[config.mk]
export PLATFORM = sky130hd
export DESIGN_NAME = aux_retry_ctrl
export DESIGN_NICKNAME = d
export VERILOG_FILES = /design/src/rtl/aux_retry_ctrl.sv
export SDC_FILE = /design/constraint.sdc
export NUM_CORES = 1
export LEC_CHECK = 0
export BUFFER_PORTS_ARGS = -buffer_cell sky130_fd_sc_hd__buf_2
export CORE_MARGIN = 1
export CORE_UTILIZATION = 65
export CTS_BUF_LIST = sky130_fd_sc_hd__clkbuf_4
export CTS_CLUSTER_DIAMETER = 100
export DETAILED_ROUTE_END_ITERATION = 12
export PLACE_DENSITY = 0.86
export SYNTH_ARGS = -nofsm -noshare
export SYNTH_HDL_FRONTEND = slang
export SYNTH_SLANG_ARGS = --single-unit
[constraint.sdc]
create_clock -name clk -period 4.69 [get_ports clk]
set_input_delay 0.938 -clock clk [delete_from_list [all_inputs] [get_ports clk]]
set_output_delay 0.938 -clock clk [all_outputs]
set_load 0.01 [all_outputs]
[src/rtl/aux_retry_ctrl.sv]
module aux_retry_ctrl #(
  parameter int LEN_W         = 5,
  parameter int CYC_PER_US    = 100,
  parameter int MAX_TRIES     = 7,
  parameter int ACK_LIM       = 7,
  parameter int DEF_LIM       = 7,
  parameter int I2C_DEF_LIM   = 7,
  parameter int INV_LIM       = 2,
  parameter int TO_LIM        = 3,
  parameter int SHORT_WAIT_US = 300,
  parameter int INV_WAIT_US   = 400
) (
  input  logic             clk,
  input  logic             rst_n,
  input  logic             req,
  input  logic             req_write,
  input  logic [LEN_W-1:0] req_len,
  output logic             xfer_start,
  input  logic             xfer_done,
  input  logic [2:0]       xfer_outcome,
  input  logic [3:0]       xfer_reply,
  input  logic [LEN_W-1:0] xfer_bytes,
  output logic             waiting,
  output logic             done,
  output logic             ok
);
  localparam int CNT_W     = $clog2(MAX_TRIES + 1);
  localparam int SHORT_CYC = SHORT_WAIT_US * CYC_PER_US;
  localparam int LONG_CYC  = INV_WAIT_US * CYC_PER_US;
  localparam int TMR_W     = $clog2(LONG_CYC + 1);

  typedef enum logic [1:0] {S_IDLE, S_LAUNCH, S_BUSY, S_WAIT} st_t;
  typedef enum logic [1:0] {A_FAIL, A_OK, A_AGAIN, A_WAIT} act_t;

  st_t              st;
  act_t             act;
  logic             long_wait, busy, accept;
  logic             wr_l;
  logic [LEN_W-1:0] len_l;
  logic [TMR_W-1:0] tmr;
  logic [CNT_W-1:0] tries, to_c, inv_c, ack_c, def_c, i2_c;
  logic [CNT_W-1:0] n_to, n_inv, n_ack, n_def, n_i2;

  assign busy       = (st == S_BUSY);
  assign accept     = req && (st == S_IDLE);
  assign xfer_start = (st == S_LAUNCH);
  assign waiting    = (st == S_WAIT);

  always_comb begin
    act = A_FAIL; long_wait = 1'b0;
    n_to = to_c; n_inv = inv_c; n_ack = ack_c; n_def = def_c; n_i2 = i2_c;
    case (xfer_outcome)
      3'd0: begin
        n_to = '0; n_inv = '0;
        case (xfer_reply)
          4'd0: begin
            if (wr_l || xfer_bytes == len_l) act = A_OK;
            else begin
              n_ack = ack_c + CNT_W'(1);
              act = (n_ack >= CNT_W'(ACK_LIM)) ? A_FAIL : A_WAIT;
            end
          end
          4'd2, 4'd3, 4'd4: begin
            n_def = def_c + CNT_W'(1);
            act = (n_def >= CNT_W'(DEF_LIM)) ? A_FAIL : A_AGAIN;
          end
          4'd5: begin
            n_def = '0;
            n_i2 = i2_c + CNT_W'(1);
            act = (n_i2 >= CNT_W'(I2C_DEF_LIM)) ? A_FAIL : A_AGAIN;
          end
          default: act = A_FAIL;
        endcase
      end
      3'd1: begin
        n_to = to_c + CNT_W'(1);
        act = (n_to >= CNT_W'(TO_LIM)) ? A_FAIL : A_AGAIN;
      end
      3'd2: begin
        n_inv = inv_c + CNT_W'(1);
        long_wait = 1'b1;
        act = (n_inv >= CNT_W'(INV_LIM)) ? A_FAIL : A_WAIT;
      end
      default: act = A_FAIL;
    endcase
    if ((act == A_AGAIN || act == A_WAIT) && tries >= CNT_W'(MAX_TRIES)) act = A_FAIL;
  end

  always_ff @(posedge clk) begin
    if (!rst_n) begin
      st <= S_IDLE; done <= 1'b0; ok <= 1'b0; wr_l <= 1'b0; len_l <= '0; tmr <= '0;
      tries <= '0; to_c <= '0; inv_c <= '0; ack_c <= '0; def_c <= '0; i2_c <= '0;
    end else begin
      done <= 1'b0;
      case (st)
        S_IDLE: if (req) begin
          st <= S_LAUNCH; ok <= 1'b0; wr_l <= req_write; len_l <= req_len;
          tries <= '0; to_c <= '0; inv_c <= '0; ack_c <= '0; def_c <= '0; i2_c <= '0;
        end
        S_LAUNCH: begin
          st <= S_BUSY;
          tries <= tries + CNT_W'(1);
        end
        S_BUSY: if (xfer_done) begin
          to_c <= n_to; inv_c <= n_inv; ack_c <= n_ack; def_c <= n_def; i2_c <= n_i2;
          case (act)
            A_OK:    begin st <= S_IDLE; done <= 1'b1; ok <= 1'b1; end
            A_AGAIN: st <= S_LAUNCH;
            A_WAIT:  begin
              st <= S_WAIT;
              tmr <= long_wait ? TMR_W'(LONG_CYC - 1) : TMR_W'(SHORT_CYC - 1);
            end
            default: begin st <= S_IDLE; done <= 1'b1; ok <= 1'b0; end
          endcase
        end
        S_WAIT: begin
          if (tmr == '0) st <= S_LAUNCH;
          else tmr <= tmr - TMR_W'(1);
        end
        default: st <= S_IDLE;
      endcase
    end
  end
endmodule

* Word level (Yosys, flattened, before mapping)
Cells that the tools add are included.
W data, S select, Z words.
** Storage, ports and cells
- Register bits after elaboration :: 44
- Bits of input ports :: 22
- Output and inout port bits :: 4
- Logic and storage cells :: 122
** Operators by class
- Add/sub/neg operators :: 7
- Magnitude comparators :: 6
- Eq/ne operators :: 28
- Muxes and demuxes :: 46
- Reduce and logical (&&, ||, !) cells :: 23
** Operators with widths (number)
- $mux W16 :: 4
- $pmux W3 S2 :: 9
- $mux W3 :: 12
- $pmux W16 S2 :: 1
- $mux W2 :: 10
- $add A3 B1 Y3 const B :: 6
- $logic_not A16 Y1 :: 1
- $reduce_and A4 Y1 :: 4
- $sub A16 B1 Y16 const B :: 1
- $eq A2 B2 Y1 const B :: 6
- $ge A3 B3 Y1 const B :: 4
- $pmux W2 S3 :: 2
- $ne A2 B1 Y1 const B :: 5
- $ne A2 B2 Y1 const B :: 5
- $reduce_and A5 Y1 :: 2
- $ne A3 B1 Y1 const B :: 3
- $eq A4 B2 Y1 const B :: 2
- $eq A4 B3 Y1 const B :: 2
- $pmux W2 S4 :: 1
- $ge A3 B2 Y1 const B :: 2
- $reduce_and A3 Y1 :: 2
- $reduce_and A6 Y1 :: 1
- $reduce_bool A2 Y1 :: 3
- $eq A5 B5 Y1 :: 1
- 14 further kinds :: 21

* Depth between registers and ports, before layout
Gate-level depths: netlist of run 1.
- Word-level depth :: 15
- Mapped depth :: 11
- Depth with buffers taken out :: 9

* Worst setup path after synthesis of run 1
No wires, ideal clock.
- Kind :: input to register
- Start point :: in xfer_reply[0]
- End point :: reg tmr[11]
- Data arrival time :: 2591 ps
- Setup slack :: 1967 ps
- Cell stages on the path :: 8
- Path buffers :: 1
- Cell sequence :: or4_1 -> nor2_1 -> o2111ai_1 -> a31oi_4 -> a31oi_1 -> buf_2 -> o21ai_0 -> a21oi_1
** On the way
- Word-level cells in the longest chain between the ends :: 11
- Elaborated cells on any way between the ends :: 16
** RTL lines
- start, declared :: RTL line 21 : input logic [3:0] xfer_reply,
- $eq A4 B2 Y1 / $eq A4 B3 Y1 (equally long branches) :: RTL line 55 : case (xfer_reply)
- $reduce_or A3 Y1 :: RTL line 55
- $pmux W2 S3 * :: RTL line 55
- $pmux W2 S3 * :: RTL line 52 : case (xfer_outcome)
- $eq A2 B2 Y1 :: RTL line 86 : if ((act == A_AGAIN || act == A_WAIT) && tries >= CNT_W'(MAX_TRIES)) act = A_FAIL;
- $logic_or A1 B1 Y1 :: RTL line 86
- $logic_and A1 B1 Y1 :: RTL line 86
- $mux W2 * :: RTL line 86
- $eq A2 B2 Y1 * :: RTL line 106 : case (act)
- $ne A2 B1 Y1 (no source line) *
- $reduce_and A4 Y1 (no source line) *
- end signal, assigned :: RTL line 111 : tmr <= long_wait ? TMR_W'(LONG_CYC - 1) : TMR_W'(SHORT_CYC - 1);
- end signal, assigned :: RTL line 118 : else tmr <= tmr - TMR_W'(1);
- end, declared :: RTL line 40 : logic [TMR_W-1:0] tmr;
Mark *: on every way between the ends. The rest lies on a longest branch, timed or not.
A chain may end at the register's enable or synchronous reset.

* Worst setup path in the final report of run 1
- Start point :: reg st[0]
- End point :: reg tmr[13]
** On the way
- Word-level cells in the longest chain between the ends :: 3
- Elaborated cells on any way between the ends :: 8
** RTL lines
- start, declared :: RTL line 35 : st_t st;
- start signal, assigned :: RTL line 91 : st <= S_IDLE; done <= 1'b0; ok <= 1'b0; wr_l <= 1'b0; len_l <= '0; tmr <= '0;
- start signal, assigned :: RTL line 97 : st <= S_LAUNCH; ok <= 1'b0; wr_l <= req_write; len_l <= req_len;
- start signal, assigned :: RTL line 101 : st <= S_BUSY;
- $eq A2 B2 Y1 :: RTL line 95 : case (st)
- $ne A2 B1 Y1 (no source line) (tied with other cells)
- $reduce_and A4 Y1 (no source line)
Parallel ways exist; a longest one is shown, timed or not.

==> flow_metrics.tcl, run 1 <==
set metrics [dict create \
    rsz0062_at_grt "no" \
    syn_nets 379 \
    layout.nets 397 \
    maxCapViolCount 0 \
    reg2reg_from "st[0]$_SDFFE_PN0P_" \
    crit_required_ns 4.97 \
    synth_edf_count 0 \
    overflow 0 \
    wire_per_inst_um 13.4 \
    mostFrequentLayoutCell "dfxtp_1" \
    hold_path.startpoint "len_l[1]$_SDFFE_PN0P_" \
    r2r-end "tmr[13]$_SDFFE_PN0P_" \
    fill_cells 326 \
    use_met2 0.450 \
    combPwrFrac 0.171 \
    clockRootBuffer "clkbuf_4" \
    critical_path_arrival_ns 3.52 \
    worstSetupPathType "flip-flop to flip-flop" \
    drv_slew 0 \
    tightest_slew_ns 1.12 \
    netlist.top_cell.by_area "dfxtp_1" \
    grt-busiest-layer "met2" \
    r2r_cells 7 \
    dp_cells 399 \
    worstPathBufferInverterCount 0 \
    timing.final.hold_violations 0 \
    vias 2448 \
    die_w_um 66.2 \
    sw_frac_of_total 0.284 \
    grt_pass1_wl_um 9130 \
    floorplan.initialDensity 0.706 \
    setup_tns_ns 0 \
    crit_path_end_kind "flip-flop" \
    path_cells "ha_1, nand2b_1, nor3_1, a31oi_1, a31oi_1, o21ai_0, a21oi_1" \
    grt_pass1_vias 2105 \
    cp_slowest_stage_delay_ns 0.93 \
    whs_path_depth 2 \
    rows 22 \
    numPortBuffers 25 \
    die-area_sq_mm 0.00439 \
    hold_class "flip-flop to flip-flop" \
    netlist.area_leader.share 0.329 \
    slowest_stage "a31oi_1" \
    grt_usage 0.271 \
    p_seq_frac 0.520 \
    max_freq_mhz 309 \
    status "completed" \
    die_h_um 66.2 \
    drtPass1Iterations 4 \
    synthesis.area_sq_mm 0.00268 \
    antennaDiodeCount 0 \
    synth_cell_types 60 \
    ant_nets 0 \
    drive_gt1_frac 0.120 \
    synth_area_per_cell_sq_um 7.89 \
    grt_max_degree 38 \
    max_slew_margin 0.248 \
    cts_inserted_buffers 5 \
    cp_top_family "compound AO/OA/AOI/OAI gates" \
    wl_um 5440 \
    gp_congestion 0.900 \
    synthTopCellsByArea "dfxtp_1 33%, ha_1 7.9%, a21oi_1 6.5%" \
    first_iter_violations 191 \
    switching_power_uw 213 \
    clk_pin_slew_ns 0.13 \
    grt.met3_usage 0.0534 \
    area_growth_pct 6.49 \
    setup_violations 0 \
    clkPwrFrac 0.309 \
    crit_fanout 36 \
    use_met1 0.349 \
    synth-seq-cells 44 \
    cts.sinks 44 \
    drc 0 \
    num_io_pins 26 \
    synthCells 340 \
    leakagePower_nw 1.12 \
    postCtsResizedCells 0 \
    p_int_uw 537 \
    via_per_inst 6.01 \
    post-dp-hpwl_um 3760 \
    synth-main-ff-cell "dfxtp_1" \
    utilization 0.752 \
    clkLatencyLatePin_ns 0.35 \
    rrSetupSlack_ns 1.45 \
    cts_tree "done" \
    whs_endpoint "len_l[1]$_SDFFE_PN0P_" \
    p_per_area_mw_per_mm2 263 \
    final_cell_mix "44 x dfxtp_1, 36 x nand2_1, 35 x a21oi_1, 34 x nor2_1, 26 x o21ai_0" \
    yosysSeqAreaShare 0.329 \
    htreeDepth 2 \
    core_sq_mm 0.00380 \
    period_minus_slack_ns 3.24 \
    final_cells 407 \
    antenna_found_initial 0 \
    synth_async_sr_flop_share 0 \
    cts_hold_buf 0 \
    yosys_warnings 0 \
    cts_buffer_depth 2 \
    cts_setup_buffers 0 \
    cp_common_cell "a31oi_1" \
    critPathLaunchType "flip-flop" \
    timing.final.crit_share 0.690 \
    clock_skew_ns 0.00718 \
    ir_drop_uv 163 \
    p_total_uw 750 \
]
-- stage by stage --
stage                     instance area, sq um  hold slack, ns  setup slack (ns)
after floorplan                           2680           0.445              1.97
after global placement                    2780           0.457              1.37
after detailed placement                  2780           0.462              1.34
after CTS                                 2860           0.480              1.53
after global routing                      2860           0.513              1.07
final                                     2860           0.479              1.45
-- tightest hold or removal path, cell delays in order (launching register included) --
cell and delay (ns):
dfxtp_1 0.34, nand2_1 0.05, a21oi_1 0.05
-- per-layer routing --
metal  vias up  part of all wire
li1       1244                 -
met1      1139              0.49
met2        55              0.45
met3        10             0.034
met4         0             0.020
met5         -                 0
-- sequential cells by signal, summed over array words and instances, names as in the netlist --
signal and count:
st 2, tmr 16, len_l 5, tries 3
to_c 3, inv_c 3, wr_l 1, i2_c 3
ok 1, def_c 3, done 1, ack_c 3
-- layout make-up --
type                    instances  area [sq um]  area share
clock buffers                   5          37.5      0.0131
multi-input cells             266          1650       0.579
clock inverters                 3          37.5      0.0131
inverters                      16          60.1      0.0210
repair buffers                 25           125      0.0438
well taps                      48          60.1      0.0210
flip-flops and latches         44           881       0.309
-- cells in the mapped netlist (all sizes together) (2+ instances only) --
cell type / count
buf: 6
a31oi: 7
nand4: 4
nor2b: 3
nor2: 34
dfxtp: 44
o21bai: 3
or3b: 2
nor3: 11
xor2: 4
and3: 3
xnor2: 7
or3: 5
a41oi: 2
a21boi: 7
ha: 17
clkbuf: 8
nand4b: 2
a21oi: 35
o211ai: 2
nand3: 17
nand2: 36
o21ai: 26
nand2b: 5
nor4b: 2
and2: 4
inv: 16
mux2i: 4
or4: 2
nor4: 2
a32oi: 2
-- worst max path at each step --
stage,from,endpoint,slack [ns],cells past startpoint
floorplan,xfer_reply[0],tmr[11]$_SDFFE_PN0P_,1.97,8
global placement,xfer_reply[1],tmr[10]$_SDFFE_PN0P_,1.37,8
detailed placement,xfer_reply[1],tmr[5]$_SDFFE_PN0P_,1.34,8
CTS,st[0]$_SDFFE_PN0P_,tmr[13]$_SDFFE_PN0P_,1.53,7
global route,st[0]$_SDFFE_PN0P_,tmr[4]$_SDFFE_PN0P_,1.07,7
finish,st[0]$_SDFFE_PN0P_,tmr[13]$_SDFFE_PN0P_,1.45,7
-- power by group through the flow --
stage	combinational [mW]	sequential, mW	clock [mW]
floorplan	0.0922	0.397	0
global placement	0.124	0.398	0
detailed placement	0.126	0.399	0
CTS	0.126	0.390	0.236
global route	0.142	0.392	0.252
finish	0.128	0.390	0.232
-- cell families after synthesis --
group / synth area share
simple gates: 0.259
compound gates: 0.223
fa+ha+maj: 0.0793
mux: 0.0191
xor+xnor: 0.0359
flops: 0.329
buf+inv: 0.0546
Note: power is estimated with default switching activity, not from simulation.
==> inputs of run 2 (changes only) <==
--- a/config.mk
+++ b/config.mk
@@ -5,13 +5,14 @@
 export SDC_FILE = /design/constraint.sdc
 export NUM_CORES = 1
 export LEC_CHECK = 0
+export ABC_AREA = 1
 export BUFFER_PORTS_ARGS = -buffer_cell sky130_fd_sc_hd__buf_2
 export CORE_MARGIN = 1
-export CORE_UTILIZATION = 65
+export CORE_UTILIZATION = 56
 export CTS_BUF_LIST = sky130_fd_sc_hd__clkbuf_4
 export CTS_CLUSTER_DIAMETER = 100
 export DETAILED_ROUTE_END_ITERATION = 12
-export PLACE_DENSITY = 0.86
+export PLACE_DENSITY = 0.79
 export SYNTH_ARGS = -nofsm -noshare
 export SYNTH_HDL_FRONTEND = slang
 export SYNTH_SLANG_ARGS = --single-unit
==> constraint.sdc (replaced) <==
create_clock -name clk -period 2.8 [get_ports clk]
set_input_delay 0.56 -clock clk [delete_from_list [all_inputs] [get_ports clk]]
set_output_delay 0.56 -clock clk [all_outputs]
set_load 0.01 [all_outputs]
==> run 2 against run 1 <==
  * Worst hold slack worse by 0.042 ns
  * Maximum frequency up 46%
  * Cell count up 26%
  * Wire length up 7.0%
  * Die area up 21%
  * Area after synthesis up 4.8%
  * Via count up 7.0%
  * Sequential power up 88%
  * Clock skew up 0.0083 ns
  * Synthesized cell count up 24%
  * Non-clock buffer count up 4
  * Critical path type unchanged
  * Critical endpoint is now tmr[4]$_SDFFE_PN0P_
==> flow_metrics.tcl, run 2 <==
set metrics [dict create \
    tightest_slew_ns 0.361 \
    rrSetupSlack_ns 0.59 \
    syn_nets 460 \
    die-area_sq_mm 0.00531 \
    grt_pass1_vias 2323 \
    vias 2619 \
    use_met1 0.300 \
    synth-main-ff-cell "dfxtp_1" \
    synth_edf_count 0 \
    synth-seq-cells 44 \
    use_met2 0.398 \
    p_int_mw 1.00 \
    wire_per_inst_um 11.3 \
    die_w_um 72.8 \
    drtPass1Iterations 4 \
    yosysSeqAreaShare 0.313 \
    postCtsResizedCells 0 \
    path_cells "inv_1, ha_1, o21bai_1, nand2_1, nand3b_1, nand2_1, nand2_1, nand3_1, nand2_2, nand2_4, nand2_1, nand2_1, nor2_1" \
    cts_setup_buffers 0 \
    drc 0 \
    antenna_found_initial 0 \
    yosys_warnings 0 \
    cts_buffer_depth 2 \
    synthCells 421 \
    wl_um 5820 \
    synth_area_per_cell_sq_um 6.68 \
    ant_nets 0 \
    sw_frac_of_total 0.392 \
    htreeDepth 2 \
    critPathLaunchType "flip-flop" \
    fill_cells 440 \
    floorplan.initialDensity 0.587 \
    p_per_area_mw_per_mm2 542 \
    grt-busiest-layer "met2" \
    grt_max_degree 22 \
    numPortBuffers 25 \
    clock_skew_ns 0.0155 \
    synthTopCellsByCount "78 x nand2_1, 61 x inv_1, 54 x nor2_1" \
    slowest_stage "dfxtp_1" \
    synth_cell_types 35 \
    dpl_cell_area_sq_mm 0.00300 \
    via_per_inst 5.11 \
    rsz0062_at_grt "no" \
    synth_async_sr_flop_share 0 \
    post-dp-hpwl_um 4300 \
    p_total_mw 1.65 \
    crit_required_ns 3.06 \
    mostFrequentLayoutCell "nand2_1" \
    final_cell_mix "78 x nand2_1, 61 x inv_1, 54 x nor2_1, 44 x dfxtp_1, 40 x nand3_1" \
    cp_common_cell "nand2_1" \
    num_io_pins 26 \
    antennaDiodeCount 0 \
    setup_violations 0 \
    ir_drop_uv 246 \
    netlist.top_cell.by_area "dfxtp_1" \
    grt_usage 0.234 \
    overflow 0 \
    worstSetupPathType "flip-flop to flip-flop" \
    area_growth_pct 8.41 \
    p_seq_frac 0.446 \
    clk_pin_slew_ns 0.13 \
    period_minus_slack_ns 2.21 \
    setup_tns_ns 0 \
    cts_tree "done" \
    die_h_um 72.8 \
    synthTopCellsByArea "dfxtp_1 31%, nand2_1 10%, inv_1 8.1%" \
    crit_path_end_kind "flip-flop" \
    max_freq_mhz 452 \
    status "completed" \
    cts_inserted_buffers 5 \
    crit_fanout 18 \
    cp_slowest_stage_delay_ns 0.39 \
    drv_slew 0 \
    clkPwrFrac 0.184 \
    critical_path_arrival_ns 2.47 \
    cts.sinks 44 \
    drive_gt1_frac 0.139 \
    first_iter_violations 194 \
    combPwrFrac 0.371 \
    hold_class "input pin to flip-flop" \
    maxCapViolCount 0 \
    switching_power_uw 647 \
    grt_pass1_wl_um 9750 \
    holdWs_ns 0.437 \
    netlist.area_leader.share 0.313 \
    core_sq_mm 0.00479 \
    largest_reg_flops 16 \
    synthesis.area_sq_mm 0.00281 \
    timing.final.hold_violations 0 \
    regMostFlops "tmr" \
    max_slew_margin 0.759 \
    grt.met3_usage 0.0414 \
    layout.nets 485 \
    leakagePower_nw 1.42 \
    gp_congestion 0.800 \
    largestRegisters "tmr x16, len_l x5" \
    cts_hold_buf 0 \
    timing.final.crit_share 0.790 \
    clockRootBuffer "clkbuf_4" \
    clkLatencyLatePin_ns 0.37 \
    fin_area_sq_mm 0.00305 \
    rows 25 \
    synth_most_common_cell "nand2_1" \
]
==> run 2: final cells by class <==
cell class                 instances  area, sq um  area share
tap                               67         83.8      0.0275
clock buffer                       5         37.5      0.0123
sequential                        44          881       0.289
clock inverter                     2         12.5     0.00411
timing repair buffer              29          155      0.0509
inverter                          67          251      0.0825
multi-input combinational        299         1630       0.533
==> run 2: worst max-delay path, delay by kind of cell, from the launching register on <==
kind	cells	cell delay, ns
AOI/OAI and AO/OA	1	0.18
and+or+nand+nor	10	1.14
adders and majority gates	1	0.30
buffers and inverters	1	0.09
DFF	1	0.39
==> run 2: worst paths after layout <==
path	start	endpoint	cells after the start
setup reg to reg	ack_c[0]$_SDFFE_PN0P_	tmr[4]$_SDFFE_PN0P_	13
setup / recovery	ack_c[0]$_SDFFE_PN0P_	tmr[4]$_SDFFE_PN0P_	13
hold reg to reg	len_l[4]$_SDFFE_PN0P_	len_l[4]$_SDFFE_PN0P_	2
hold / removal	req_len[0]	len_l[0]$_SDFFE_PN0P_	3
==> run 2: power groups by stage <==
| stage | clock, mW | combinational, mW | sequential, mW |
|---|---|---|---|
| after global routing | 0.325 | 0.698 | 0.744 |
| after CTS | 0.307 | 0.609 | 0.735 |
| after global placement | 0 | 0.587 | 0.745 |
| after floorplan | 0 | 0.490 | 0.738 |
| final | 0.304 | 0.612 | 0.735 |
| after detailed placement | 0 | 0.606 | 0.748 |
==> run 2: kinds of logic after synthesis <==
family,count (synthesis),share of synthesized area
buf+inv,78,0.108
fa+ha+maj,17,0.0757
simple gates,196,0.308
flops,44,0.313
xor+xnor,12,0.0374
compound gates,74,0.157
==> run 2: metrics by stage <==
stage                     std cells  worst slack [ns]   util
after floorplan                 421             0.941      -
after global placement          506             0.607  0.626
after detailed placement        506             0.504  0.626
after CTS                       513             0.603  0.637
after global routing            513             0.383  0.637
final                           513             0.588  0.637
==> run 2: layer usage <==
metal / wire length [um] / vias up
met1: 2910 / 1161
met3: 197 / 9
met2: 2640 / 47
met4: 74 / 0
met5: 0 / -
li1: - / 1402
